**config.mk**
```make
export PLATFORM = sky130hd
export DESIGN_NAME = ser_tx_dbuf
export DESIGN_NICKNAME = d
export VERILOG_FILES = /design/src/rtl/ser_tx_dbuf.sv
export SDC_FILE = /design/constraint.sdc
export NUM_CORES = 1
export LEC_CHECK = 0
export CAP_MARGIN = 20
export CORE_MARGIN = 2
export CORE_UTILIZATION = 55
export DETAILED_ROUTE_END_ITERATION = 8
export MAX_ROUTING_LAYER = met4
export PLACE_DENSITY = 0.88
export SKIP_CTS_REPAIR_TIMING = 1
export SYNTH_ARGS = -nofsm -noshare
export SYNTH_HDL_FRONTEND = slang
export SYNTH_SLANG_ARGS = --single-unit
export TNS_END_PERCENT = 30
```
**constraint.sdc**
```tcl
create_clock -name clk -period 2.4 [get_ports clk]
set_input_delay 0.24 -clock clk [delete_from_list [all_inputs] [get_ports clk]]
set_output_delay 0.24 -clock clk [all_outputs]
set_load 0.03 [all_outputs]
```
**src/rtl/ser_tx_dbuf.sv**
```systemverilog
module ser_tx_dbuf #(
  parameter int TPB = 16,
  parameter int DW  = 8
) (
  input  logic          clk,
  input  logic          rst_n,
  input  logic          tick,
  input  logic          en,
  input  logic          brk,
  input  logic          od,
  input  logic          ie_empty,
  input  logic          ie_done,
  input  logic          wr,
  input  logic [DW-1:0] wdata,
  input  logic          rd,
  output logic          txd,
  output logic          txd_oe,
  output logic          empty,
  output logic          done,
  output logic          irq_empty,
  output logic          irq_done
);

  localparam int FL = DW + 2;
  localparam int TW = (TPB > 1) ? $clog2(TPB) : 1;
  localparam int BW = $clog2(FL + 1);

  typedef enum logic [2:0] {K_NONE, K_IDLE, K_BRK, K_DATA, K_MARK} kind_t;

  logic [DW-1:0] hold;
  logic [FL-1:0] sh;
  logic [TW-1:0] tcnt;
  logic [BW-1:0] left;
  logic          busy, in_brk, brk_pend, pre_pend, en_q, armed;
  kind_t         nk;

  wire pre_req = pre_pend | (en & ~en_q);
  wire bit_end = busy & tick & (tcnt == TW'(TPB - 1));
  wire fin     = bit_end & (left == BW'(1));
  wire ld      = (~busy | fin) & (nk != K_NONE);
  wire ld_bm   = ld & ((nk == K_BRK) | (nk == K_MARK));

  always_comb begin
    if (fin & in_brk)       nk = (brk & en) ? K_BRK : K_MARK;
    else if (pre_req)       nk = K_IDLE;
    else if (brk_pend)      nk = K_BRK;
    else if (en & ~empty)   nk = K_DATA;
    else                    nk = K_NONE;
  end

  logic done_n;
  always_comb begin
    done_n = done;
    if (ld)              done_n = 1'b0;
    else if (fin)        done_n = 1'b1;
    else if (wr & armed) done_n = 1'b0;
  end

  always_ff @(posedge clk or negedge rst_n) begin
    if (!rst_n) begin
      hold     <= '0;
      sh       <= '1;
      tcnt     <= '0;
      left     <= '0;
      busy     <= 1'b0;
      in_brk   <= 1'b0;
      brk_pend <= 1'b0;
      pre_pend <= 1'b0;
      en_q     <= 1'b0;
      armed    <= 1'b0;
      empty    <= 1'b1;
      done     <= 1'b1;
    end else begin
      en_q     <= en;
      pre_pend <= pre_req & ~(ld & (nk == K_IDLE));
      brk_pend <= en & ~ld_bm & (brk_pend | (brk & ~(busy & in_brk)));
      done     <= done_n;
      armed    <= done_n & ~wr & (armed | (rd & done));
      if (wr) hold <= wdata;
      if (~en)                      empty <= 1'b1;
      else if (wr)                  empty <= 1'b0;
      else if (ld & (nk == K_DATA)) empty <= 1'b1;

      if (ld) begin
        busy   <= 1'b1;
        tcnt   <= '0;
        in_brk <= (nk == K_BRK);
        left   <= (nk == K_MARK) ? BW'(1) : BW'(FL);
        case (nk)
          K_BRK:   sh <= '0;
          K_DATA:  sh <= {1'b1, hold, 1'b0};
          default: sh <= '1;
        endcase
      end else if (fin) begin
        busy   <= 1'b0;
        in_brk <= 1'b0;
      end else if (bit_end) begin
        tcnt <= '0;
        sh   <= {1'b1, sh[FL-1:1]};
        left <= left - 1'b1;
      end else if (busy & tick) begin
        tcnt <= tcnt + 1'b1;
      end
    end
  end

  wire line = ~busy | sh[0];
  wire act  = en | busy;

  assign txd       = ~act | line;
  assign txd_oe    = act & (~od | ~line);
  assign irq_empty = ie_empty & empty;
  assign irq_done  = ie_done & done;

endmodule


```
# Yosys cells after proc, flatten, opt, wreduce, memory -nomap -nowiden
# Index checks and enable logic that the tools add are counted.
# Widths: inputs -> output; s select.
dict set report classes {
  n_mux 26
  shifts 0
  n_eq_ne 8
  reduce_logical 6
  div 0
  n_mul 0
  magnitude_cmp 0
  n_bitwise 42
  add_sub_neg 2
}
# cell count
set ops {}
lappend ops {{$mux 4} 8}
lappend ops {{$mux 10} 3}
lappend ops {{$and 1x1->1} 23}
lappend ops {{$pmux 10 s2} 1}
lappend ops {{$not 1->1} 10}
lappend ops {{$mux 1} 9}
lappend ops {{$or 1x1->1} 9}
lappend ops {{$eq 3x2->1 const B} 2}
lappend ops {{$mux 2} 3}
lappend ops {{$mux 3} 2}
lappend ops {{$reduce_bool 3->1} 2}
lappend ops {{$add 4x1->4 const B} 1}
lappend ops {{$eq 4x1->1 const B} 1}
lappend ops {{$eq 4x4->1 const B} 1}
lappend ops {{$reduce_and 2->1} 2}
lappend ops {{$reduce_bool 2->1} 2}
lappend ops {{$sub 4x1->4 const B} 1}
lappend ops {{$eq 3x1->1 const B} 1}
lappend ops {{$eq 3x3->1 const B} 1}
lappend ops {{$ne 3x1->1 const B} 1}
lappend ops {{$ne 2x1->1 const B} 1}
dict set report totals {
  ramBits 0
  wordCells 96
  inputBits 18
  romBits 0
  output_inout_bits 6
  regBits 34
  mem_count 0
  latchBits 0
}

# Logic depth before layout (Yosys ltp)
# Gate-level depths: netlist (run 1).
dict set report logic_depth {
  ltp_word 12
  mapped_depth 8
  depth_no_buf 7
}

# Least setup slack after synthesis (run 1)
# OpenSTA, ideal clock, no wires.
dict set report synth_timing {
  path_kind {reg-to-reg}
  startpoint {reg empty}
  endpoint {reg left[0]}
  slack_ns 0.625
  arrival_ns 1.650
  path_buffers 1
  stages_incl_launch_ff 6
  setup_ns 0.125
  path_cell_list {dfstp_2 > a21boi_4 > o31ai_2 > a22o_1 > buf_6 > mux2_2}
}
dict set report synth_between {
  elab_chain_len 10
  word_cells_on_any_way 14
  cone_classes {eq/ne (2); mux (6); bitwise (3); reduce/logical (3)}
}
# item line_no
set synth_lines {}
lappend synth_lines {{start: declaration} 18} ;# output logic empty,
lappend synth_lines {{start signal: assignment} 71} ;# empty <= 1'b1;
lappend synth_lines {{start signal: assignment} 80} ;# if (~en) empty <= 1'b1;
lappend synth_lines {{start signal: assignment} 81} ;# else if (wr) empty <= 1'b0;
lappend synth_lines {{$not 1->1 *} 47} ;# else if (en & ~empty) nk = K_DATA;
lappend synth_lines {{$and 1x1->1 *} 47}
lappend synth_lines {{$mux 2 *} 47}
lappend synth_lines {{$mux 2 *} 46} ;# else if (brk_pend) nk = K_BRK;
lappend synth_lines {{$mux 2 *} 45} ;# else if (pre_req) nk = K_IDLE;
lappend synth_lines {{$mux 3 *} 44} ;# if (fin & in_brk) nk = (brk & en) ? K_BRK : K_MARK;
lappend synth_lines {{$reduce_bool 3->1} 40} ;# wire ld = (~busy | fin) & (nk != K_NONE);
lappend synth_lines {{$and 1x1->1} 40}
lappend synth_lines {{$ne 2x1->1 (no source line) or $reduce_bool 2->1 (tied branches)} -}
lappend synth_lines {{$reduce_and 2->1 (no source line)} -}
lappend synth_lines {{end signal: assignment} 88} ;# left <= (nk == K_MARK) ? BW'(1) : BW'(FL);
lappend synth_lines {{end signal: assignment} 100} ;# left <= left - 1'b1;
lappend synth_lines {{end: declaration} 33} ;# logic [BW-1:0] left;
# Mark *: on every way between the ends. The rest lies on a longest branch, timed or not.
# A chain may end at the register's enable or synchronous reset.

# Worst setup path after layout (run 1)
dict set report layout_timing {
  startpoint {in en}
  endpoint {out txd_oe}
}
dict set report layout_between {
  elab_chain_len 2
}
# item line_no
set layout_lines {}
lappend layout_lines {{start: declaration} 8} ;# input logic en,
lappend layout_lines {{$or 1x1->1} 108} ;# wire act = en | busy;
lappend layout_lines {{$and 1x1->1} 111} ;# assign txd_oe = act & (~od | ~line);
lappend layout_lines {{end: declaration} 17} ;# output logic txd_oe,
# Every way passes these cells.

==> results of run 1 <==
worst max-delay path: cells and delay by family:
family                 cells  cell delay, ns
buffers and inverters      3            1.42
AO/OA/AOI/OAI              1            0.20
synthesized netlist by cell type (2+ instances only):
master    count  area share
dfrtp_1      22        0.29
o21ai_0      21       0.055
nor2_1       14       0.028
dfstp_2      12        0.17
nand2_1      12       0.024
nand3_1      12       0.031
mux2_2       10       0.059
a21oi_1       9       0.024
a22o_1        9       0.041
inv_1         7       0.014
and2_1        5       0.016
clkbuf_1      5      0.0098
a21o_1        3       0.012
ha_1          3       0.020
nor3_1        3      0.0079
a211oi_1      2      0.0079
buf_4         2      0.0079
buf_6         2       0.012
nand2b_1      2      0.0065
nand4_1       2      0.0065
nor2b_1       2      0.0065
o211a_1       2       0.010
o21bai_1      2      0.0079
o22ai_1       2      0.0065
o31ai_2       2       0.013
or3_1         2      0.0065
through the flow:
stage,total power [W],setup slack (ns),hold slack (ns),util
floorplan,0.001420,0.6252,-0.05559,-
global placement,0.001585,0.3177,0.4784,0.6584
detailed placement,0.001625,0.2585,0.4923,0.6584
CTS,0.001970,0.2864,0.3033,0.6775
global route,0.002093,0.2276,0.3193,0.6775
finish,0.001959,0.2923,0.2984,0.6775
cell families after synthesis:
group	after synthesis
buffers and inverters	17
AO/OA/AOI/OAI	62
AND/OR/NAND/NOR	62
multiplexers	11
flip-flops	34
adder cells (fa/ha/maj)	3
power groups by stage:
stage | Clock, W | Sequential, W | Combinational [W]
2_1_floorplan | 0 | 0.000918 | 0.000502
5_1_grt | 0.000381 | 0.000979 | 0.000733
3_3_place_gp | 0 | 0.000950 | 0.000635
4_1_cts | 0.000352 | 0.000952 | 0.000667
3_5_place_dp | 0 | 0.000961 | 0.000663
6_report | 0.000343 | 0.000953 | 0.000662
layer usage:
metal / GRT usage / vias up / share of wire / wire length [um]
li1: - / 742 / - / -
met1: 0.2916 / 775 / 0.42 / 1730
met2: 0.3896 / 54 / 0.51 / 2082
met3: 0.04685 / 11 / 0.058 / 237
met4: 0.06944 / 0 / 0.016 / 67
met5: - / - / 0 / 0
final timing paths:
check	endpoint	slack [ns]	cells past startpoint
worst max-delay path	txd_oe	0.29	4
worst min-delay path	tcnt[0]$_DFFE_PN0P_	0.30	2
worst max register to register	sh[3]$_DFFE_PN1P_	0.43	9
worst min register to register	sh[0]$_DFFE_PN1P_	0.51	2
max in group asynchronous	sh[6]$_DFFE_PN1P_	1.75	2
min in group clk	hold[1]$_DFFE_PN0P_	0.51	2
state kept, by name (all words and copies together), names as in the netlist:
register  cells
left          4
sh           10
busy          1
brk_pend      1
in_brk        1
done          1
tcnt          4
empty         1
armed         1
pre_pend      1
en_q          1
hold          8
layout make-up:
type                       instances  area (sq um)
tap                               46         57.56
clock inverter                     2         12.51
fill                             269          1076
multi-input combinational        138         957.2
timing repair buffer              31         290.3
inverter                           7         26.28
sequential                        34         865.8
clock buffer                       6         51.30
==> flow_summary.json, run 1 <==
{
  "status": "complete, no violations",
  "vias": 1582,
  "synth_xor_area_frac": 0,
  "switching_share": 0.3494,
  "ys_warn_count": 0,
  "crit_path_end_kind": "output port",
  "tritoncts": "done",
  "ioPinCount": 24,
  "drtAntennaViolNets": 0,
  "finalHoldViolCount": 0,
  "clock_path_buffers": 2,
  "clkPwrFrac": 0.175,
  "gp_congestion": 0.8295,
  "p_per_area_nw_per_um2": 866.3,
  "core_sq_um": 3337,
  "cts-root-buf": "clkbuf_4",
  "p_sw_w": 0.0006845,
  "synth_fa_ha_area_frac": 0.01965,
  "drc": 0,
  "path_class": "in -> out",
  "drv_slew": 0,
  "placedCellCount": 256,
  "synth.distinct_cells": 46,
  "syn_area_per_cell_sq_um": 10.11,
  "fin_crit_sh": 0.8782,
  "ys_seq_area_frac": 0.4532,
  "layout_commonest_cell": "clkdlybuf4s50_1",
  "hpwlAfterDp_um": 3002,
  "leakagePower_nw": 0.9538,
  "io_buffers": 23,
  "cp.arrival_ns": 1.87,
  "grt_pass1_vias": 1545,
  "drive_gt1_frac": 0.2248,
  "hold_path_class": "in -> async",
  "gr-usage-all-layers": 0.2352,
  "seqPwrFrac": 0.487,
  "n_antenna_cell": 0,
  "path_max_fanout": 8,
  "rsz0062_at_grt": "no",
  "wire_per_inst_um": 15.59,
  "synthMuxAreaShare": 0.06418,
  "yosys_register_bits": 34,
  "pwr-share-comb": 0.338,
  "fin_worst_skew_ns": 0.009336,
  "dieArea_sq_um": 3961,
  "worst_slew_pin_slew_ns": 0.4592,
  "drt-total-wl_um": 4117,
  "antenna_found_initial": 0,
  "syn_area_sq_um": 1911,
  "clk_pin_slew_ns": 0.10,
  "htreeDepth": 2,
  "cp_common_cell": "clkdlybuf4s50_1",
  "ir_drop_mv": 0.4943,
  "critPathMaxStageDelay_ns": 0.70,
  "insertion_delay_ns": 0.35,
  "ys.flop_type": "dfrtp_1",
  "drt-initial-drc-count": 80,
  "async_reset_ff_frac": 1.000,
  "synth_edf_count": 0,
  "startpoint_type": "primary input",
  "fp-row-count": 21,
  "viasPerCell": 5.992,
  "tns_ns": 0,
  "syn_inst": 189,
  "synth_compound_area_frac": 0.2286,
  "cts_sinks": 34,
  "nets": 238,
  "numCtsBuffers": 5,
  "fmax_mhz": 474.5,
  "layout_common_cells": "clkdlybuf4s50_1, dfrtp_1, o21ai_0",
  "synthSimpleGateAreaFrac": 0.1886,
  "grt_pass1_wl_um": 7203,
  "cp-startpoint": "en",
  "placed_area_sq_um": 2197,
  "start_util": 0.5726,
  "grt-ovfl-total": 0,
  "regToRegStartpoint": "left[1]$_DFFE_PN0P_",
  "synth_top_family_by_area": "compound AO/OA/AOI/OAI gates",
  "syn_nets": 210,
  "grt_max_degree": 35,
  "die_h_um": 62.94,
  "firstDrtPassIters": 4,
  "required_ns": 2.16,
  "relSlewSlack": 0.6929,
  "cp_cell_sequence": "clkdlybuf4s50_1, inv_1, o21ai_0, clkdlybuf4s50_1",
  "setup_viol": 0,
  "final_cells": 264,
  "power.internal_w": 0.001274,
  "cap_viol_max_count": 0,
  "min_period_ns": 2.108,
  "area_delta_synth_final_pct": 18.34,
  "stdcell_area_sq_um": 2261,
  "fp.dieW_um": 62.94,
  "cpMaxStageDelayCell": "clkdlybuf4s50_1"
}
(Power assumes the default switching activity.)
==> inputs of run 2 (changes only) <==
--- a/config.mk
+++ b/config.mk
@@ -12,6 +12,7 @@
 export MAX_ROUTING_LAYER = met4
 export PLACE_DENSITY = 0.88
 export SKIP_CTS_REPAIR_TIMING = 1
+export SLEW_MARGIN = 20
 export SYNTH_ARGS = -nofsm -noshare
 export SYNTH_HDL_FRONTEND = slang
 export SYNTH_SLANG_ARGS = --single-unit
==> results of run 2 <==
The final DEF is identical to that of run 1; final timing and power are the same.
==> inputs of run 3 (changes only) <==
--- a/config.mk
+++ b/config.mk
@@ -7,10 +7,11 @@
 export LEC_CHECK = 0
 export CAP_MARGIN = 20
 export CORE_MARGIN = 2
-export CORE_UTILIZATION = 55
+export CORE_UTILIZATION = 57
+export CTS_BUF_LIST = sky130_fd_sc_hd__clkbuf_8
 export DETAILED_ROUTE_END_ITERATION = 8
 export MAX_ROUTING_LAYER = met4
-export PLACE_DENSITY = 0.88
+export PLACE_DENSITY = 0.91
 export SKIP_CTS_REPAIR_TIMING = 1
 export SLEW_MARGIN = 20
 export SYNTH_ARGS = -nofsm -noshare
==> run 3 against run 2 <==
Critical path depth up 3. Routed wire length down 2.8%. Sequential share of layout area down 0.085 points. Clock-buffer cell count unchanged. Final area up 0.22%. Via count down 2.8%. Combinational power down 2%. Power up 3.8%.
==> flow_summary.json, run 3 (synthesized netlist as in run 1, its figures left out) <==
{
  "status": "complete, no violations",
  "fin_worst_skew_ns": 0.004808,
  "top_register": "sh",
  "regArea_sq_um": 865.8,
  "hpwlAfterDp_um": 2893,
  "tns_ns": 0,
  "hold_path_class": "in -> async",
  "fmax_mhz": 471.5,
  "fin_crit_sh": 0.8837,
  "reg_top3": "sh (10), hold (8)",
  "path_class": "reg -> reg",
  "antenna_found_initial": 0,
  "multi_input_area_sq_um": 957.2,
  "die_h_um": 61.90,
  "fin_hold_ws_ns": 0.3642,
  "area_delta_synth_final_pct": 18.60,
  "nets": 235,
  "htreeDepth": 2,
  "clock_path_buffers": 2,
  "grt-busiest-layer": "met2",
  "rsz0062_at_grt": "no",
  "p_per_area_nw_per_um2": 897.2,
  "setup_viol": 0,
  "insertion_delay_ns": 0.28,
  "cp.arrival_ns": 2.29,
  "clk_pin_slew_ns": 0.07,
  "dieArea_sq_um": 3831,
  "finalHoldViolCount": 0,
  "min_period_ns": 2.121,
  "grt_pass1_vias": 1485,
  "layout_commonest_cell": "clkdlybuf4s50_1",
  "n_fill_cell": 261,
  "required_ns": 2.57,
  "cap_viol_max_count": 0,
  "ir_drop_mv": 0.5703,
  "vias": 1538,
  "ioPinCount": 24,
  "fp-row-count": 21,
  "grt_use_met2": 0.4090,
  "wire_per_inst_um": 15.34,
  "io_buffers": 23,
  "gr-usage-all-layers": 0.2557,
  "layout_common_cells": "clkdlybuf4s50_1, dfrtp_1, o21ai_0",
  "drt-total-wl_um": 4003,
  "placed_area_sq_um": 2175,
  "n_antenna_cell": 0,
  "placedCellCount": 253,
  "leakagePower_nw": 0.9568,
  "grt_max_degree": 35,
  "path_max_fanout": 12,
  "numCtsBuffers": 5,
  "core_sq_um": 3284,
  "grt_pass1_wl_um": 6865,
  "crit_path_end_kind": "register",
  "firstDrtPassIters": 4,
  "relSlewSlack": 0.6496,
  "grt-ovfl-total": 0,
  "drc": 0,
  "drt-initial-drc-count": 124,
  "gp_congestion": 0.9652,
  "cts-root-buf": "clkbuf_8",
  "largest_reg_flops": 10,
  "viasPerCell": 5.893,
  "grt_use_met1": 0.3231,
  "final_cells": 261,
  "tritoncts": "done",
  "drv_slew": 0,
  "regToRegStartpoint": "left[1]$_DFFE_PN0P_",
  "stdcell_area_sq_um": 2266,
  "worst_slew_pin_slew_ns": 0.5255,
  "use_met3": 0.06418,
  "start_util": 0.5817,
  "cts_sinks": 34,
  "fp.dieW_um": 61.90,
  "startpoint_type": "register",
  "cp-startpoint": "left[1]$_DFFE_PN0P_",
  "drive_gt1_frac": 0.2093,
  "drtAntennaViolNets": 0
}
-- run 3: cell types whose count changed in the layout (fill, tap and decap cells not counted) --
| cell | delta |
|---|---|
| buf_4 | -3 |
| clkbuf_4 | -5 |
| clkbuf_8 | +5 |
| clkinvlp_4 | -1 |
| inv_1 | +1 |
-- run 3: critical path, cell delays in order (launching register included) --
cell     delay, ns
dfrtp_1       0.40
inv_1         0.08
ha_1          0.16
nor3b_4       0.27
nand3_4       0.18
o21ai_2       0.50
o22ai_1       0.14
mux2_2        0.27
-- run 3: report_power, final --
group	total [W]	leakage [nW]	switching [W]	internal [W]
clock	0.000429	0.0524	0.000201	0.000227
combinational	0.000652	0.521	0.000315	0.000337
sequential	0.000953	0.383	0.000162	0.000791
-- run 3: through the flow --
stage / worst slack (ns) / util / total power (W)
2_1_floorplan: 0.6252 / - / 0.001420
3_3_place_gp: 0.2255 / 0.6621 / 0.001580
3_5_place_dp: 0.1688 / 0.6621 / 0.001607
4_1_cts: 0.2768 / 0.6899 / 0.002041
5_1_grt: 0.1246 / 0.6899 / 0.002191
6_report: 0.2792 / 0.6899 / 0.002033
-- run 3: metal layers --
metal  up-vias  wire length [um]
met5         -                 0
met4         0                37
met3         4               236
met2        54              2057
met1       742              1672
li1        738                 -
-- run 3: cell type report --
cell class / count / area share
Sequential cell: 34 / 0.3821
Tap cell: 46 / 0.02540
Clock buffer: 6 / 0.03644
Clock inverter: 2 / 0.003865
Multi-Input combinational cell: 138 / 0.4224
Inverter: 7 / 0.01160
Timing Repair Buffer: 28 / 0.1182
-- run 3: final timing paths --
path                                        to  slack (ns)  cells after the start
max reg2reg                left[0]$_DFFE_PN0P_        0.28                      7
max                        left[0]$_DFFE_PN0P_        0.28                      7
min reg2reg                  sh[0]$_DFFE_PN1P_        0.50                      2
min                        tcnt[3]$_DFFE_PN0P_        0.36                      2
min in group clk             sh[0]$_DFFE_PN1P_        0.50                      2
max in group asynchronous    empty$_DFFE_PN1P_        1.69                      2
